<file path="src/rtl/dwsb_pkg.sv">
package dwsb_pkg;
  parameter int NUM_REGS = 16;
  parameter int CNT_W = 3;
  parameter int SHAMT_W = 5;
  localparam int REG_W = $clog2(NUM_REGS);

  typedef enum logic [1:0] {OP_ALU = 2'd0, OP_LOAD = 2'd1, OP_STORE = 2'd2, OP_ALU2 = 2'd3} opT;
  typedef enum logic [1:0] {SH_LEFT = 2'd0, SH_LRIGHT = 2'd1, SH_ARIGHT = 2'd2, SH_ROT = 2'd3} shiftT;

  typedef logic [REG_W-1:0] regT;
  typedef logic [CNT_W-1:0] cntT;

  // Strobes from control to the counter datapath
  typedef struct packed {
    logic ldA;
    logic ldB;
    logic wbBase;
    logic stA;
    logic stB;
    regT  regA;
    regT  regB;
    regT  regBase;
    cntT  latA;
    cntT  latB;
    cntT  lockA;
    cntT  lockB;
  } strobeT;
endpackage

</file>
<file path="src/rtl/dwsb_dp.sv">
module dwsb_dp
  import dwsb_pkg::*;
(
  input  logic                clk,
  input  logic                rst,
  input  strobeT              strobe,
  output logic [NUM_REGS-1:0] notReady,
  output logic [NUM_REGS-1:0] locked
);
  for (genvar i = 0; i < NUM_REGS; i++) begin : gReg
    cntT rdyCnt, lckCnt, rdyNext, lckNext;

    always_comb begin
      rdyNext = (rdyCnt == '0) ? '0 : rdyCnt - 1'b1;
      lckNext = (lckCnt == '0) ? '0 : lckCnt - 1'b1;
      if (strobe.ldA && strobe.regA == REG_W'(i) && strobe.latA > rdyNext) rdyNext = strobe.latA;
      if (strobe.ldB && strobe.regB == REG_W'(i) && strobe.latB > rdyNext) rdyNext = strobe.latB;
      if (strobe.wbBase && strobe.regBase == REG_W'(i) && CNT_W'(1) > rdyNext) rdyNext = CNT_W'(1);
      if (strobe.stA && strobe.regA == REG_W'(i) && strobe.lockA > lckNext) lckNext = strobe.lockA;
      if (strobe.stB && strobe.regB == REG_W'(i) && strobe.lockB > lckNext) lckNext = strobe.lockB;
    end

    always_ff @(posedge clk) begin
      if (rst) begin
        rdyCnt <= '0;
        lckCnt <= '0;
      end else begin
        rdyCnt <= rdyNext;
        lckCnt <= lckNext;
      end
    end

    assign notReady[i] = (rdyCnt != '0);
    assign locked[i]   = (lckCnt != '0);
  end
endmodule

</file>
<file path="src/rtl/dwsb_ctrl.sv">
module dwsb_ctrl
  import dwsb_pkg::*;
(
  input  logic                clk,
  input  logic                rst,
  input  logic                inValid,
  input  logic [1:0]          inOp,
  input  regT                 inRd,
  input  regT                 inRn,
  input  regT                 inRm,
  input  logic                inRegOffset,
  input  logic                inNegative,
  input  logic [1:0]          inShiftType,
  input  logic [SHAMT_W-1:0]  inShiftAmt,
  input  logic                inWriteback,
  input  logic                inAligned,
  input  logic [NUM_REGS-1:0] notReady,
  input  logic [NUM_REGS-1:0] locked,
  output logic                inReady,
  output logic                stall,
  output logic                twoIssue,
  output logic [1:0]          issueCycles,
  output logic [1:0]          memCycles,
  output strobeT              strobe
);
  logic isLoad, isStore, isLs, plainShift, twoForm;
  logic rnChecked, fwdHit, srcBusy, dstLocked, accept;
  logic busy, fwdOk;
  regT  fwdReg, pairReg;

  assign isLoad     = (inOp == OP_LOAD);
  assign isStore    = (inOp == OP_STORE);
  assign isLs       = isLoad || isStore;
  assign plainShift = (inShiftType == SH_LEFT) &&
                      (inShiftAmt == SHAMT_W'(0) || inShiftAmt == SHAMT_W'(2));
  assign twoForm    = isLs && inRegOffset && (inNegative || !plainShift);
  assign pairReg    = inRd + 1'b1;

  // Early source registers and destination lock checks
  assign rnChecked = !twoForm;
  assign fwdHit    = isLs && fwdOk && (fwdReg == inRn);
  assign srcBusy   = (rnChecked && notReady[inRn] && !fwdHit) ||
                     (inRegOffset && notReady[inRm]);
  assign dstLocked = (!isStore && locked[inRd]) ||
                     (isLoad && locked[pairReg]) ||
                     (isLs && inWriteback && locked[inRn]);

  assign inReady = !busy && !srcBusy && !dstLocked;
  assign stall   = inValid && !inReady;
  assign accept  = inValid && inReady;

  assign twoIssue    = twoForm;
  assign issueCycles = twoForm ? 2'd2 : 2'd1;
  assign memCycles   = isLs ? issueCycles + 2'(!inAligned) : 2'd0;

  always_ff @(posedge clk) begin
    if (rst) begin
      busy   <= 1'b0;
      fwdOk  <= 1'b0;
      fwdReg <= '0;
    end else begin
      busy <= accept && twoForm;
      if (accept) begin
        fwdOk  <= isLs && inWriteback;
        fwdReg <= inRn;
      end else if (!busy) begin
        fwdOk <= 1'b0;
      end
    end
  end

  always_comb begin
    strobe         = '0;
    strobe.ldA     = accept && isLoad;
    strobe.ldB     = accept && isLoad;
    strobe.wbBase  = accept && isLs && inWriteback;
    strobe.stA     = accept && isStore;
    strobe.stB     = accept && isStore;
    strobe.regA    = inRd;
    strobe.regB    = pairReg;
    strobe.regBase = inRn;
    strobe.latA    = CNT_W'(3) + CNT_W'(twoForm);
    strobe.latB    = CNT_W'(3) + CNT_W'(twoForm) + CNT_W'(!inAligned);
    strobe.lockA   = CNT_W'(1) + CNT_W'(twoForm);
    strobe.lockB   = CNT_W'(2) + CNT_W'(twoForm);
  end
endmodule

</file>
<file path="src/rtl/dwsb_top.sv">
module dwsb_top
  import dwsb_pkg::*;
(
  input  logic               clk,
  input  logic               rst,
  input  logic               inValid,
  input  logic [1:0]         inOp,
  input  logic [REG_W-1:0]   inRd,
  input  logic [REG_W-1:0]   inRn,
  input  logic [REG_W-1:0]   inRm,
  input  logic               inRegOffset,
  input  logic               inNegative,
  input  logic [1:0]         inShiftType,
  input  logic [SHAMT_W-1:0] inShiftAmt,
  input  logic               inWriteback,
  input  logic               inAligned,
  output logic               inReady,
  output logic               stall,
  output logic               twoIssue,
  output logic [1:0]         issueCycles,
  output logic [1:0]         memCycles
);
  strobeT              strobe;
  logic [NUM_REGS-1:0] notReady;
  logic [NUM_REGS-1:0] locked;

  dwsb_ctrl uCtrl (
    .clk(clk), .rst(rst), .inValid(inValid), .inOp(inOp), .inRd(inRd), .inRn(inRn),
    .inRm(inRm), .inRegOffset(inRegOffset), .inNegative(inNegative),
    .inShiftType(inShiftType), .inShiftAmt(inShiftAmt), .inWriteback(inWriteback),
    .inAligned(inAligned), .notReady(notReady), .locked(locked), .inReady(inReady),
    .stall(stall), .twoIssue(twoIssue), .issueCycles(issueCycles),
    .memCycles(memCycles), .strobe(strobe)
  );

  dwsb_dp uDp (
    .clk(clk), .rst(rst), .strobe(strobe), .notReady(notReady), .locked(locked)
  );
endmodule

</file>
<file path="config.mk">
export PLATFORM = sky130hd
export DESIGN_NAME = dwsb_top
export DESIGN_NICKNAME = d
export VERILOG_FILES = /design/src/rtl/dwsb_pkg.sv /design/src/rtl/dwsb_dp.sv /design/src/rtl/dwsb_ctrl.sv /design/src/rtl/dwsb_top.sv
export SDC_FILE = /design/constraint.sdc
export NUM_CORES = 1
export LEC_CHECK = 0
export BUFFER_PORTS_ARGS = -buffer_cell sky130_fd_sc_hd__clkbuf_2
export CORE_AREA = 3 3 137 139
export CTS_BUF_LIST = sky130_fd_sc_hd__clkbuf_8
export DETAILED_ROUTE_END_ITERATION = 8
export DIE_AREA = 0 0 140 142
export PLACE_DENSITY = 0.9
export SYNTH_ARGS = -nofsm -noshare
export SYNTH_HDL_FRONTEND = slang
export SYNTH_SLANG_ARGS = --single-unit
</file>
<file path="constraint.sdc">
create_clock -name clk -period 7.8 [get_ports clk]
set_input_delay 1.17 -clock clk [delete_from_list [all_inputs] [get_ports clk]]
set_output_delay 1.17 -clock clk [all_outputs]
set_load 0.01 [all_outputs]
</file>
== After elaboration in Yosys (flattened, before gate mapping) ==
Index checks and enable logic that the tools add are counted.
Cells by class
  muxes and demuxes: 126
  magnitude comparators: 84
  reductions and logical operators: 281
  $add $sub $neg: 38
  eq/ne operators: 50
Operator list (number)
  $mux 3: 96
  $logic_and 1x1->1: 181
  $gt 3x3->1: 48
  $eq 4x4->1 const B: 24
  $logic_not 3->1: 32
  $reduce_bool 3->1: 32
  $sub 3x1->3 const B: 32
  $eq 4x3->1 const B: 12
  $gt 1x3->1 const A: 16
  $gt 2x3->1: 16
  $reduce_or 2->1: 16
  $eq 4x2->1 const B: 6
  $mux 1: 23
  $bmux 1 s4: 5
  $lt 4x5->1 const B: 4
  $eq 4x1->1 const B: 3
  $logic_not 4->1: 3
  $logic_not 1->1: 9
  $add 2x1->3 const A: 2
  $logic_or 1x1->1: 6
  $eq 5x2->1 const B: 1
  $logic_not 5->1: 1
  $add 4x1->4 const B: 1
  $eq 4x4->1: 1
  8 further kinds: 9
Storage, ports and cells
  register bits: 102
  logic and storage cells: 630
  output and inout port bits: 7
  bits of input ports: 28

== Logic depth before layout (Yosys ltp) ==
  depth after elaboration: 24
  gate-level depth with buffers: 25
  depth with buffers taken out: 21

== Cells and area by module ==
Synthesis repeated with hierarchy kept, for this count alone.
Unflattened totals
  cells, all modules: 1529
  area total of the unflattened synthesis: 12415.7 um^2
Modules (own cells, without submodules)
  dwsb_dp: cells each 1363, area each 10959.3 um^2, seq. area each 1921.8 um^2, times used 1
  dwsb_ctrl: cells each 166, area each 1456.4 um^2, seq. area each 120.1 um^2, times used 1

== Worst setup path before layout ==
Ideal clock, no wire load.
  path type: in2reg
  start point: in inOp[0]
  end point: reg uDp.gReg[1].rdyCnt[0]
  path buffers: 4
  data arrival time: 7.047 ns
  stages: 20
  required time: 7.741 ns
  setup time: 0.059 ns
  setup slack: 0.694 ns
  cell sequence: inv_1 > ha_1 > and3b_1 > clkbuf_1 > clkbuf_1 > clkbuf_1 > ha_1 > a311oi_1 > and3_1 > clkbuf_1 > mux2i_1 > ha_1 > a21o_1 > a21oi_1 > a31oi_1 > and3_1 > a31oi_1 > nor2_1 > o21ai_0 > a41o_1
Between the ends
  word-level cells in the longest chain between the ends: 22
  elaborated cells between the ends (all ways): 41
  classes of those cells: add/sub: 2; order compare: 3; eq/ne: 2; mux: 3; reduce/logical: 31
Ends and longest elaborated chain
  start: declaration: line dwsb_top.sv:7  | input logic [1:0] inOp,
  $eq 2x1->1 or $eq 2x2->1 (tied branches): line dwsb_ctrl.sv:31, dwsb_ctrl.sv:32
  $logic_or 1x1->1 *: line dwsb_ctrl.sv:33  | assign isLs = isLoad || isStore;
  $logic_and 1x1->1 * (2 in series): line dwsb_ctrl.sv:36  | assign twoForm = isLs && inRegOffset && (inNegative || !plainShift);
  named net twoIssue: line dwsb_top.sv:19  | output logic twoIssue,
  branches (longest 17 deep; another with $add 2x1->3)
  $mux 1 *: line dwsb_dp.sv:18  | if (strobe.wbBase && strobe.regBase == REG_W'(i) && CNT_W'(1) > rdyNext) rdyNext = CNT_W'(1);
  end signal: assignment: line dwsb_dp.sv:28  | rdyCnt <= rdyNext;
  end: declaration: line dwsb_dp.sv:11  | cntT rdyCnt, lckCnt, rdyNext, lckNext;
Mark *: on every way through the listed nets, which the timed path passes.
A chain may end at the register's enable or synchronous reset.

== Final worst setup path ==
  start point: in inRd[0]
  end point: reg uDp.gReg[0].rdyCnt[0]
Between the ends
  word-level cells in the longest chain between the ends: 19
  elaborated cells between the ends (all ways): 28
  classes of those cells: add/sub: 1; order compare: 2; mux: 7; reduce/logical: 18
Ends and longest elaborated chain
  start: declaration: line dwsb_top.sv:8  | input logic [REG_W-1:0] inRd,
  $add 4x1->4: line dwsb_ctrl.sv:37  | assign pairReg = inRd + 1'b1;
  $bmux 1 s4: line dwsb_ctrl.sv:45  | (isLoad && locked[pairReg]) ||
  $mux 1 (implied by the code): line dwsb_ctrl.sv:45
  $logic_and 1x1->1: line dwsb_ctrl.sv:45
  $logic_or 1x1->1: line dwsb_ctrl.sv:44  | assign dstLocked = (!isStore && locked[inRd]) ||
  $logic_or 1x1->1: line dwsb_ctrl.sv:45
  $logic_not 1->1: line dwsb_ctrl.sv:48  | assign inReady = !busy && !srcBusy && !dstLocked;
  $logic_and 1x1->1: line dwsb_ctrl.sv:48
  [2 not listed]
  $logic_and 1x1->1 (2 in series): line dwsb_dp.sv:16  | if (strobe.ldA && strobe.regA == REG_W'(i) && strobe.latA > rdyNext) rdyNext = strobe.latA;
  $mux 3: line dwsb_dp.sv:16
  $gt 3x3->1: line dwsb_dp.sv:17  | if (strobe.ldB && strobe.regB == REG_W'(i) && strobe.latB > rdyNext) rdyNext = strobe.latB;
  $logic_and 1x1->1: line dwsb_dp.sv:17
  $mux 3: line dwsb_dp.sv:17
  $gt 1x3->1: line dwsb_dp.sv:18
  $logic_and 1x1->1: line dwsb_dp.sv:18
  $mux 1 *: line dwsb_dp.sv:18
  end signal: assignment: line dwsb_dp.sv:28
  end: declaration: line dwsb_dp.sv:11
Mark *: on every way between the ends. The rest lies on a longest branch, timed or not. The select of a mux whose other input is x is not followed.

==> flow_metrics.tcl <==
set metrics [dict create \
    drt-wirelength-per-cell_um 19.8 \
    fin_skew_ns 0.0160 \
    place.detailed.hpwl_um 22800 \
    fill_cells 1489 \
    ctsResizeCount 0 \
    post_synth_edffs 0 \
    worst_r2r_endpoint "uDp.gReg[1].rdyCnt[0]$_SDFF_PP0_" \
    first_pass_grt_wire_length_um 52100 \
    timing_worst_setup_path_type "in -> reg" \
    relSlewSlack 0.303 \
    grt_start_max_net_pins 112 \
    slowest_stage "a21oi_1" \
    totalNegativeSetupSlack_ns 0 \
    seqCellArea_um2 2040 \
    crit_arrival_ns 6.25 \
    synth_seq_cells 102 \
    post_route_cells_drive_above_1_share 0.122 \
    synth.lib_cells_used.distinct 93 \
    vias 11500 \
    fp.coreArea_um2 17800 \
    grt.overflow.total 0 \
    ctsHtreeMaxLevel 3 \
    vias_per_cell 7.00 \
    number_of_antenna_violations_at_the_first_check_in_global_routing 1 \
    areaGrowthSynthToFinish_pct 3.28 \
    syn-num-nets 1612 \
    netlist.top_cell.by_area "dfxtp_1" \
    cts_tree "done" \
    synth.cell_area_um2 11400 \
    grt_setup_unrepaired "false" \
    worstSkewPairLatency_ns 0.40 \
    final_hold_viol_count 0 \
    num_rows 49 \
    gp_congestion 0.990 \
    synth_ff_type "dfxtp_1" \
    critPathMaxFanout 39 \
    design.die.area_um2 19900 \
    ctsLongestPathBuffers 2 \
    first_global_vias 10700 \
    quantity_of_i_o_buffers_inserted_on_ports 33 \
    ys_seq_area_frac 0.180 \
    post-cts-setup-buffers 0 \
    reg2reg_depth 18 \
    final_antenna_violating_net_count 0 \
    slowest_cell_delay_on_critical_path_ns 0.83 \
    layoutNonFillerInstCount 1642 \
    floorplan.io_pins 35 \
    crit_path_cell_trace "clkbuf_2 -> ha_1 -> nor2_1 -> a21oi_1 -> a211oi_2 -> o211ai_4 -> nor3_4 -> buf_4 -> o2111ai_1 -> mux2_2 -> ha_1 -> a21o_1 -> a21oi_1 -> a31oi_1 -> nand4_2 -> and3_1 -> o2111ai_1 -> o21ai_0" \
    drt_iter0_drc 1508 \
    start_util 0.639 \
    postCtsHoldBufs 0 \
    reg_to_reg_slack_setup_ns 2.80 \
    synth-async-reset-ratio 0 \
    timing.final.ws_setup_ns 1.82 \
    cts.sink_count 102 \
    ctsRootBufferMaster "clkbuf_8" \
    post-synth-top-area-fraction 0.180 \
    crit-reg2reg-launch "uDp.gReg[5].lckCnt[2]$_SDFF_PP0_" \
    ir_worst_vdd_uv 92.4 \
    cp-end-kind "flip-flop" \
    cts_buffers 9 \
    maxSlewViolCount 0 \
    detailedPlace.worstSlack_ns 1.61 \
    chipHeight_um 142 \
    design_power_total_w 0.00122 \
    synthesis.area_per_instance_um2 7.93 \
    max_slew.worst_pin.slew_ns 1.05 \
    fin_worst_hold_slack_ns 0.469 \
    firstDrtPassIters 6 \
    holdCritPathClass "reg -> reg" \
    detail_route.wirelength_um 32600 \
    worst_setup_hold_path_clk_slew_ns 0.10 \
    whs_endpoint "uCtrl.fwdOk$_SDFFE_PP0P_" \
    run_status "completed" \
    antenna_cells_inserted 0 \
    finalCriticalPeriod_ns 5.98 \
    power_per_cell_area_nw_per_um2 104 \
    grt_use_total 0.316 \
    whs_path_depth 2 \
    fin_nets 1590 \
    holdCritStartpoint "uCtrl.fwdOk$_SDFFE_PP0P_" \
    power.leakage_nw 4.67 \
    fin_crit_sh 0.767 \
    maxCapViolations 0 \
    finalSetupViolCount 0 \
    synthTopCellsByArea "dfxtp_1 18%, ha_1 17%, mux2_2 5.5%, a21oi_1 5.3%, nor2_1 4.9%" \
    required_ns 8.07 \
    max_clock_freq_ghz 0.167 \
    cp-start-kind "input port" \
    drt_drc_violations_left 0 \
    multiInputGateArea_um2 8700 \
    placed_cells_incl_taps 1627 \
    die_boundary_width_um 140 \
    yosysWarningCount 0 \
    syn-instance-count 1431 \
]
-- state kept, by name (all words and copies together) (netlist names) --
| name | flops |
|---|---|
| uDp.gReg.lckCnt | 48 |
| uDp.gReg.rdyCnt | 48 |
| uCtrl.fwdReg | 4 |
| uCtrl.busy | 1 |
| uCtrl.fwdOk | 1 |
-- through the flow --
step                      area, um^2   util
after floorplan                11400      -
after global placement         11600  0.650
after detailed placement       11600  0.650
after CTS                      11700  0.660
after global routing           11700  0.660
final                          11700  0.660
-- kinds of logic (layout without fill, tap and decap cells) --
kind of cell    count (synthesis)  after routing  synth area share
xor+xnor                        4              4           0.00309
simple gates                  512            512             0.238
compound gates                425            425             0.259
fa+ha+maj                     153            153             0.169
buf+inv                       142            124            0.0546
flops                         102            102             0.180
mux                            93             93            0.0965
-- final cells by class --
class,count,area share
Inverter,61,0.0196
Clock inverter,4,0.00203
Tap cell,229,0.0244
Multi-Input combinational cell,1187,0.742
Sequential cell,102,0.174
Clock buffer,11,0.0129
Timing Repair Buffer,48,0.0248
-- cells in the final DEF (no fill, tap or decap), types with 20 or more instances in the layout --
cell type	n
a211oi_1	20
inv_1	57
nor2_1	149
and3_1	20
nor2b_1	30
a21o_1	25
a21oi_1	120
mux2_2	55
mux2i_1	27
o21ai_0	74
dfxtp_1	102
nand3_1	31
a31oi_1	35
nand2_1	89
nor3_1	42
nor3b_1	27
clkbuf_2	32
ha_1	153
-- routing by layer --
layer  up-vias  track usage  part of all wire
li1       5370            -                 -
met2       596        0.535              0.47
met5         -            0           0.00028
met4         2        0.152             0.042
met3       120       0.0484             0.091
met1      5410        0.396              0.40
-- cell usage after synthesis, drive strengths merged (5+ instances only) --
library cell and n:
a2111oi 11, a211o 5, a211oi 21, a21o 25
a21oi 120, a311oi 15, a31oi 35, and2 19
and3 20, and4 8, buf 34, clkbuf 47
dfxtp 102, ha 153, inv 60, mux2 60
mux2i 27, mux4 6, nand2 89, nand2b 10
nand3 35, nand4 21, nor2 151, nor2b 30
nor3 46, nor3b 27, nor4 19, o2111ai 12
o211ai 16, o21a 18, o21ai 79, o22ai 7
o31ai 11, or2 6, or3 10, or4 7
-- how the worst max path moves through the flow --
stage | end | startpoint
2_1_floorplan | uDp.gReg[1].rdyCnt[0]$_SDFF_PP0_ | inOp[0]
3_3_place_gp | uDp.gReg[1].rdyCnt[0]$_SDFF_PP0_ | inRd[0]
3_5_place_dp | uDp.gReg[1].rdyCnt[0]$_SDFF_PP0_ | inRd[0]
4_1_cts | uDp.gReg[1].rdyCnt[0]$_SDFF_PP0_ | inRd[0]
5_1_grt | uDp.gReg[1].rdyCnt[0]$_SDFF_PP0_ | inRd[0]
6_report | uDp.gReg[0].rdyCnt[0]$_SDFF_PP0_ | inRd[0]
-- where the power goes --
group	internal (W)	switching (W)	leakage (nW)
Combinational	0.000117	0.000236	3.76
Clock	0.000131	0.000205	0.0886
Sequential	0.000524	0.00000432	0.822
Total	0.000772	0.000445	4.67
-- critical path, delay by kind of cell --
family / cells / cell delay (ns)
simple gates: 4 / 0.71
compound gates: 9 / 2.27
buf+inv: 2 / 0.66
mux: 1 / 0.41
fa+ha+maj: 2 / 0.99
No activity file was read; power rests on OpenSTA's default activity.
